File: src/rtl/iso_tok_pkg.sv
package iso_tok_pkg;

  localparam int IVL_W_DEF = 3;

  typedef enum logic {
    RSP_NAK = 1'b0,
    RSP_BUF = 1'b1
  } rsp_e;

endpackage

File: src/rtl/iso_tok_evt.sv
module iso_tok_evt
  import iso_tok_pkg::*;
(
  input  logic rst_i,
  input  logic aclr_i,
  input  logic bus_rst_i,
  input  logic pipe_buf_i,
  input  logic sof_i,
  input  logic sof_fill_i,
  output logic restart_o,
  output logic fs_o
);

  rsp_e rsp;

  always_comb begin
    rsp       = rsp_e'(pipe_buf_i);
    // any of these puts the schedule back to its not-started state
    restart_o = rst_i | aclr_i | bus_rst_i | (rsp == RSP_NAK);
    // a real and an interpolated strobe merge into one frame start
    fs_o      = sof_i | sof_fill_i;
  end

endmodule

File: src/rtl/iso_tok_frame_ctr.sv
module iso_tok_frame_ctr #(
  parameter int IVL_W = 3,
  localparam int CNT_W = (1 << IVL_W) - 1
) (
  input  logic             clk_i,
  input  logic             restart_i,
  input  logic             fs_i,
  input  logic             dat_ok_i,
  input  logic [IVL_W-1:0] ivl_sel_i,
  output logic             win_o
);

  logic             started_q;
  logic [IVL_W-1:0] ivl_q;
  logic [CNT_W-1:0] cnt_q;
  logic             win_q;
  logic [IVL_W-1:0] ivl_eff;
  logic [CNT_W-1:0] mask;
  logic [CNT_W-1:0] cnt_inc;
  logic             active;
  logic             start_now;

  always_comb begin
    ivl_eff   = started_q ? ivl_q : ivl_sel_i;
    active    = started_q | (ivl_sel_i == '0);
    start_now = ~started_q & dat_ok_i & (ivl_sel_i != '0);
  end

  // low ivl_eff bits of the counter take part in the wrap
  for (genvar gi = 0; gi < CNT_W; gi++) begin : g_mask
    assign mask[gi] = (32'(ivl_eff) > gi);
  end

  assign cnt_inc = (cnt_q + 1'b1) & mask;

  always_ff @(posedge clk_i) begin
    if (restart_i) begin
      started_q <= 1'b0;
      ivl_q     <= '0;
      cnt_q     <= '0;
      win_q     <= 1'b0;
    end else if (start_now) begin
      started_q <= 1'b1;
      ivl_q     <= ivl_sel_i;
      cnt_q     <= '0;
      win_q     <= 1'b0;
    end else if (fs_i) begin
      if (active) begin
        cnt_q <= cnt_inc;
        win_q <= (cnt_inc == '0);
      end else begin
        cnt_q <= '0;
        win_q <= 1'b0;
      end
    end
  end

  assign win_o = win_q;


  win_rise_chk: assert property (@(posedge clk_i) disable iff (restart_i)
    $rose(win_q) |-> $past(fs_i));


  ivl_hold_chk: assert property (@(posedge clk_i) disable iff (restart_i)
    (started_q && $past(started_q)) |-> $stable(ivl_q));

endmodule

File: src/rtl/iso_tok_miss_trk.sv
module iso_tok_miss_trk (
  input  logic clk_i,
  input  logic restart_i,
  input  logic fs_i,
  input  logic win_i,
  input  logic tok_ok_i,
  input  logic tok_err_i,
  input  logic flush_en_i,
  input  logic fifo_pend_i,
  output logic clr_o
);

  logic seen_q;
  logic clr_q;
  logic good_tok;

  assign good_tok = tok_ok_i & ~tok_err_i;

  always_ff @(posedge clk_i) begin
    if (restart_i) begin
      seen_q <= 1'b0;
      clr_q  <= 1'b0;
    end else begin
      // decision for the frame that this frame start closes
      clr_q <= fs_i & win_i & ~seen_q & flush_en_i & fifo_pend_i;
      if (fs_i)
        seen_q <= 1'b0;
      else if (good_tok)
        seen_q <= 1'b1;
    end
  end

  assign clr_o = clr_q;


  clr_at_fs_chk: assert property (@(posedge clk_i) disable iff (restart_i)
    clr_q |-> $past(fs_i));


  clr_cfg_chk: assert property (@(posedge clk_i) disable iff (restart_i)
    clr_q |-> $past(flush_en_i && fifo_pend_i));


  clr_win_chk: assert property (@(posedge clk_i) disable iff (restart_i)
    clr_q |-> $past(win_i));

endmodule

File: src/rtl/iso_tok_sched.sv
module iso_tok_sched
  import iso_tok_pkg::*;
#(
  parameter int IVL_W = IVL_W_DEF
) (
  input  logic             clk_i,
  input  logic             rst_i,
  input  logic             sof_i,
  input  logic             sof_fill_i,
  input  logic             tok_ok_i,
  input  logic             tok_err_i,
  input  logic             dat_ok_i,
  input  logic             pipe_buf_i,
  input  logic [IVL_W-1:0] ivl_sel_i,
  input  logic             flush_en_i,
  input  logic             fifo_pend_i,
  input  logic             aclr_i,
  input  logic             bus_rst_i,
  output logic             tok_win_o,
  output logic             fifo_clr_o
);

  logic restart;
  logic fs;
  logic win;
  logic clr;

  iso_tok_evt u_evt (
    .rst_i      (rst_i),
    .aclr_i     (aclr_i),
    .bus_rst_i  (bus_rst_i),
    .pipe_buf_i (pipe_buf_i),
    .sof_i      (sof_i),
    .sof_fill_i (sof_fill_i),
    .restart_o  (restart),
    .fs_o       (fs)
  );

  iso_tok_frame_ctr #(.IVL_W(IVL_W)) u_ctr (
    .clk_i     (clk_i),
    .restart_i (restart),
    .fs_i      (fs),
    .dat_ok_i  (dat_ok_i),
    .ivl_sel_i (ivl_sel_i),
    .win_o     (win)
  );

  iso_tok_miss_trk u_miss (
    .clk_i       (clk_i),
    .restart_i   (restart),
    .fs_i        (fs),
    .win_i       (win),
    .tok_ok_i    (tok_ok_i),
    .tok_err_i   (tok_err_i),
    .flush_en_i  (flush_en_i),
    .fifo_pend_i (fifo_pend_i),
    .clr_o       (clr)
  );

  assign tok_win_o  = win;
  assign fifo_clr_o = clr;


  nak_idle_chk: assert property (@(posedge clk_i) disable iff (rst_i)
    !pipe_buf_i |=> (!tok_win_o && !fifo_clr_o));


  restart_idle_chk: assert property (@(posedge clk_i) disable iff (rst_i)
    (aclr_i || bus_rst_i) |=> (!tok_win_o && !fifo_clr_o));


  clr_src_chk: assert property (@(posedge clk_i) disable iff (rst_i)
    fifo_clr_o |-> $past(sof_i || sof_fill_i));

endmodule

File: config.mk
export PLATFORM = sky130hd
export DESIGN_NAME = iso_tok_sched
export DESIGN_NICKNAME = d
export VERILOG_FILES = /design/src/rtl/iso_tok_pkg.sv /design/src/rtl/iso_tok_evt.sv /design/src/rtl/iso_tok_frame_ctr.sv /design/src/rtl/iso_tok_miss_trk.sv /design/src/rtl/iso_tok_sched.sv
export SDC_FILE = /design/constraint.sdc
export NUM_CORES = 1
export LEC_CHECK = 0
export CAP_MARGIN = 20
export CORE_AREA = 2 2 51 53
export CTS_BUF_LIST = sky130_fd_sc_hd__clkbuf_4
export CTS_CLUSTER_SIZE = 25
export DETAILED_ROUTE_END_ITERATION = 16
export DIE_AREA = 0 0 53 55
export PLACE_DENSITY = 0.63
export SLEW_MARGIN = 25
export SYNTH_ARGS = -nofsm -noshare
export SYNTH_HDL_FRONTEND = slang
export SYNTH_SLANG_ARGS = --single-unit
File: constraint.sdc
create_clock -name clk_i -period 3.65 [get_ports clk_i]
set_clock_uncertainty 0.05 [all_clocks]
set_input_delay 0.73 -clock clk_i [delete_from_list [all_inputs] [get_ports clk_i]]
set_output_delay 0.73 -clock clk_i [all_outputs]
set_load 0.01 [all_outputs]
**Yosys cells after proc, flatten, opt, wreduce, memory -nomap -nowiden**

Cells that the tools add are included.

- Register bits after elaboration: 14
- Output and inout bits: 2

- $add $sub $neg: 1
- $lt $le $gt $ge: 7
- Muxes and demuxes: 3
- Bitwise operators: 17
- Reductions and logical operators: 5

Operators by type and width:

| operator | count |
|---|---|
| $gt A3 B3 Y1 const B | 3 |
| $add A7 B1 Y7 const B | 1 |
| $and A1 B1 Y1 | 7 |
| $and A7 B7 Y7 | 1 |
| $logic_not A7 Y1 | 1 |
| $mux W7 | 1 |
| $gt A3 B1 Y1 const B | 2 |
| $gt A3 B2 Y1 const B | 2 |
| $or A1 B1 Y1 | 5 |
| $not A1 Y1 | 4 |
| $reduce_or A2 Y1 | 2 |
| $logic_not A3 Y1 | 1 |
| $mux W3 | 1 |
| $reduce_bool A3 Y1 | 1 |
| $mux W1 | 1 |

**Depth between registers and ports, before layout**

- Depth in word-level cells: 5
- Depth in mapped cells: 6
- Mapped depth without buffers: 6

**Hierarchy**

Synthesis repeated with hierarchy kept, for this count alone.

- Cell total of the unflattened synthesis: 99
- Area total of the unflattened synthesis: 838.3 um2

By module, submodules not included:

| module | times used | cells each | area each (um2) | seq. area each (um2) |
|---|---|---|---|---|
| iso_tok_frame_ctr | 1 | 90 | 743.2 | 240.2 |
| iso_tok_miss_trk | 1 | 7 | 78.8 | 40.0 |
| iso_tok_evt | 1 | 2 | 16.3 | 0.0 |

**Worst setup path before layout**

Ideal clock, no wire load.

- Path type: in2reg
- Start: in aclr_i
- End: reg u_ctr.win_q (netlist: u_ctr.win_o)
- Library setup time: 0.088 ns
- Arrival: 1.573 ns
- Required time: 3.512 ns
- Path slack: 1.939 ns
- Stages: 4
- Cell sequence: or4b_4 a211oi_2 nand2_1 o32ai_2

- Longest elaborated chain between the ends: 4

RTL lines:

| element | RTL line | text |
|---|---|---|
| start: declaration | iso_tok_sched.sv:17 | `input logic aclr_i,` |
| $or A1 B1 Y1 (3 in a row) | iso_tok_evt.sv:19 | `restart_o = rst_i \| aclr_i \| bus_rst_i \| (rsp == RSP_NAK);` |
| $reduce_or A2 Y1 (no source line) | n/a |  |
| end signal: assignment | iso_tok_frame_ctr.sv:50 | `win_q <= (cnt_inc == '0);` |
| end: declaration | iso_tok_frame_ctr.sv:16 | `logic win_q;` |

Every way passes these cells.
A chain may end at the register's enable or synchronous reset.

**Final worst setup path**

- Start: in ivl_sel_i[1]
- End: reg u_ctr.win_q (netlist: u_ctr.win_o)

- Longest elaborated chain between the ends: 5
- Elaborated cells between the ends (all ways): 16

RTL lines:

| element | RTL line | text |
|---|---|---|
| start: declaration | iso_tok_sched.sv:14 | `input logic [IVL_W-1:0] ivl_sel_i,` |
| $mux W3 | iso_tok_frame_ctr.sv:24 | `ivl_eff = started_q ? ivl_q : ivl_sel_i;` |
| $gt A3 B1 Y1, or another cell as far along | iso_tok_frame_ctr.sv:31 | `assign mask[gi] = (32'(ivl_eff) > gi);` |
| $and A7 B7 Y7 | iso_tok_frame_ctr.sv:34 | `assign cnt_inc = (cnt_q + 1'b1) & mask;` |
| $logic_not A7 Y1 | iso_tok_frame_ctr.sv:50 |  |
| $mux W1 | iso_tok_frame_ctr.sv:48 | `if (active) begin` |

Parallel ways exist; a longest one is shown, timed or not.

==> impl_metrics.env <==
export IMPL_rsz0062_at_grt="no"
export IMPL_io_pins=17
export IMPL_die_area_sq_um=2915
export IMPL_start_util=0.3815
export IMPL_pre_cts_ws_ns=1.287
export IMPL_synthTopCellsByCount="14 x dfxtp_1, 11 x nor2_1, 9 x nand3_1"
export IMPL_drtIter0Drc=19
export IMPL_cts_buffers=3
export IMPL_worst_path_buf_inv=1
export IMPL_cp_arrival_ns=2.19
export IMPL_synth_most_common_cell="dfxtp_1"
export IMPL_netlist_area_sq_um=902.1
export IMPL_die_h_um=55
export IMPL_critPathMaxFanout=8
export IMPL_clkTransAtPathRegs_ns=0.09
export IMPL_grt_pass1_wl_mm=3.512
export IMPL_clock_root_buffer="clkbuf_4"
export IMPL_avgSynthCellArea_sq_um=8.276
export IMPL_slew_headroom=0.5695
export IMPL_p_int_mw=0.2158
export IMPL_yosysSeqAreaShare=0.3107
export IMPL_antennaDiodeCount=0
export IMPL_routedWlPerCell_um=13.37
export IMPL_holdPathStages=1
export IMPL_cts_sinks=14
export IMPL_synthArstFlopShare=0
export IMPL_dieWidth_um=53
export IMPL_syn2layout_area_growth_pct=21.64
export IMPL_cts_buffer_depth=2
export IMPL_maxCapViolCount=0
export IMPL_drive_gt1_frac=0.1360
export IMPL_use_met2=0.2979
export IMPL_power_leakage_nw=0.3371
export IMPL_cp_start_kind="primary input"
export IMPL_grt_max_degree=23
export IMPL_period_share=0.5685
export IMPL_ys_flop_type="dfxtp_1"
export IMPL_reg2reg_depth=5
export IMPL_max_stage_delay_ns=0.66
export IMPL_syn_inst=109
export IMPL_cp_data_required_time_ns=3.77
export IMPL_hold_violations=0
export IMPL_cts_htree_levels=1
export IMPL_syn_num_nets=125
export IMPL_worst_pin_slew_ns=0.6449
export IMPL_fp_row_count=18
export IMPL_slew_viol_final=0
export IMPL_drc_errors=0
export IMPL_synth_top_area_frac=0.3107
export IMPL_synthTopCellsByArea="dfxtp_1 31%, nand3_1 5.0%, nor2_1 4.6%, nand2_1 3.3%, a21oi_2 2.9%"
export IMPL_groute_usage_overall=0.1695
export IMPL_cts_resized=0
export IMPL_post_cts_repair_setup_buffers=0
export IMPL_use_met3=0.05108
export IMPL_tritoncts="yes"
export IMPL_yosysTopAreaCell="dfxtp_1"
export IMPL_rr_startpoint="u_ctr.started_q$_SDFFE_PP0P_"
export IMPL_hold_class="flip-flop to flip-flop"
export IMPL_num_vias=861
export IMPL_fmax_mhz=481.9
export IMPL_ys_types=44
export IMPL_grt_busiest_layer="met2"
export IMPL_gr_total_overflow=0
export IMPL_crit_cells=6
export IMPL_placement_io_buffers=16
export IMPL_vdd_drop_max_mv=0.1911
export IMPL_crit_end="u_ctr.win_o$_SDFFE_PP0N_"
export IMPL_final_nets=142
export IMPL_insertion_delay_ns=0.28
export IMPL_pwr_share_clk=0.319
export IMPL_r2r_end="u_ctr.win_o$_SDFFE_PP0N_"
export IMPL_swShare=0.2587
export IMPL_crit_chain="clkdlybuf4s50_1, nor4_1, a311oi_1, a21oi_1, o211ai_1, o32ai_2"
export IMPL_ys_seq_elements=14
export IMPL_period_needed_ns=2.075
export IMPL_antenna_found_initial=0
export IMPL_r2r_slack_ns=1.92
export IMPL_wl_mm=2.072
export IMPL_place_congestion=0.8566
export IMPL_cts_hold_buf=0
export IMPL_vias_per_cell=5.555
export IMPL_hpwl_mm=1.583
export IMPL_ys_warnings_count=0
export IMPL_drtPass1Iterations=4
export IMPL_seqPwrFrac=0.532
export IMPL_grt_pass1_vias=814
export IMPL_cp_top_family="compound AO/OA/AOI/OAI gates"
export IMPL_power_density_nw_per_um2=265.3
export IMPL_critPathLaunch="ivl_sel_i[1]"
export IMPL_setup_viol=0
export IMPL_core_area_sq_um=2365
export IMPL_setup_ws_ns=1.575
export IMPL_synth_edf_count=0
export IMPL_met1_usage=0.1993
export IMPL_switching_power_mw=0.07530
export IMPL_critPathKind="primary input to flip-flop"
export IMPL_setup_tns_final_ns=0
export IMPL_cp_end_kind="flip-flop"
export IMPL_pwr_share_comb=0.149
export IMPL_detail_route_antenna_nets=0
export IMPL_outcome="completed"
export IMPL_slowest_stage="clkdlybuf4s50_1"
-- worst register-to-register path, cell delays in order, from the launching register on --
cell	delay, ns
dfxtp_1	0.74
nand2_1	0.22
o21ai_0	0.18
nand4_1	0.14
o211ai_1	0.16
o32ai_2	0.12
-- power by group through the flow --
stage          sequential, mW  combinational (mW)  clock, mW
6_report                0.155              0.0434     0.0929
5_1_grt                 0.155              0.0475      0.101
4_1_cts                 0.155              0.0433     0.0970
3_5_place_dp            0.158              0.0432          0
3_3_place_gp            0.158              0.0428          0
2_1_floorplan           0.157              0.0231          0
-- placed cells by master, fill, tap and decap left out, types with 2 or more instances in the layout --
cell type / Yosys / layout
o21ai_1: 2 / 2
clkbuf_4: 0 / 3
nor2b_1: 2 / 2
nand3b_1: 2 / 2
nor2_1: 11 / 11
nand3_1: 9 / 9
a21oi_2: 3 / 3
dfxtp_1: 14 / 14
nor2_2: 4 / 4
inv_1: 4 / 4
nand2_1: 8 / 8
nor3_1: 4 / 4
clkdlybuf4s50_1: 0 / 16
o21ai_0: 5 / 5
o211ai_1: 2 / 2
nand4_1: 2 / 2
mux2i_1: 2 / 2
a22oi_1: 2 / 2
a21oi_1: 3 / 3
xnor2_1: 3 / 3
-- layout make-up --
type                       instances  area (sq um)
multi-input combinational         87         578.1
timing repair buffer              16         160.2
sequential                        14         280.3
clock buffer                       3         22.52
fill                             249          1267
tap                               30         37.54
clock inverter                     1         3.754
inverter                           4         15.01
-- state kept, by name (all words and copies together) (netlist names) --
name             cells
u_miss.clr_o         1
u_ctr.win_o          1
u_miss.seen_q        1
u_ctr.ivl_q          3
u_ctr.started_q      1
u_ctr.cnt_q          7
-- metrics by stage --
step	cells	area [sq um]	power [mW]	hold slack, ns	utilization
2_1_floorplan	109	902.1	0.1805	0.3486	-
3_3_place_gp	151	1071	0.2011	0.3714	0.4529
3_5_place_dp	151	1071	0.2016	0.3773	0.4529
4_1_cts	155	1097	0.2951	0.3903	0.4640
5_1_grt	155	1097	0.3032	0.4088	0.4640
6_report	155	1097	0.2911	0.3860	0.4640
-- logic make-up (layout without fill, tap and decap cells) --
logic type,Yosys count,count (layout),share of synthesized area
simple gates,55,55,0.3606
compound gates,26,26,0.2150
flops,14,14,0.3107
buf+inv,8,24,0.04854
xor+xnor,3,3,0.02913
mux,2,2,0.02219
fa+ha+maj,1,1,0.01387
-- layer usage --
metal  routed length (um)  vias up
met1                  945      393
met3                  132        5
met5                    0        -
met4                   27        0
li1                     -      437
met2                  967       26
-- how the worst min path moves through the flow --
| stage | from | end |
|---|---|---|
| after global placement | u_miss.seen_q$_SDFFE_PP0P_ | u_miss.clr_o$_SDFF_PP0_ |
| final | u_miss.seen_q$_SDFFE_PP0P_ | u_miss.clr_o$_SDFF_PP0_ |
| after CTS | u_miss.seen_q$_SDFFE_PP0P_ | u_miss.clr_o$_SDFF_PP0_ |
| after floorplan | u_miss.seen_q$_SDFFE_PP0P_ | u_miss.clr_o$_SDFF_PP0_ |
| after global routing | u_miss.seen_q$_SDFFE_PP0P_ | u_miss.clr_o$_SDFF_PP0_ |
| after detailed placement | u_miss.seen_q$_SDFFE_PP0P_ | u_miss.clr_o$_SDFF_PP0_ |
No activity file was read; power rests on OpenSTA's default activity.
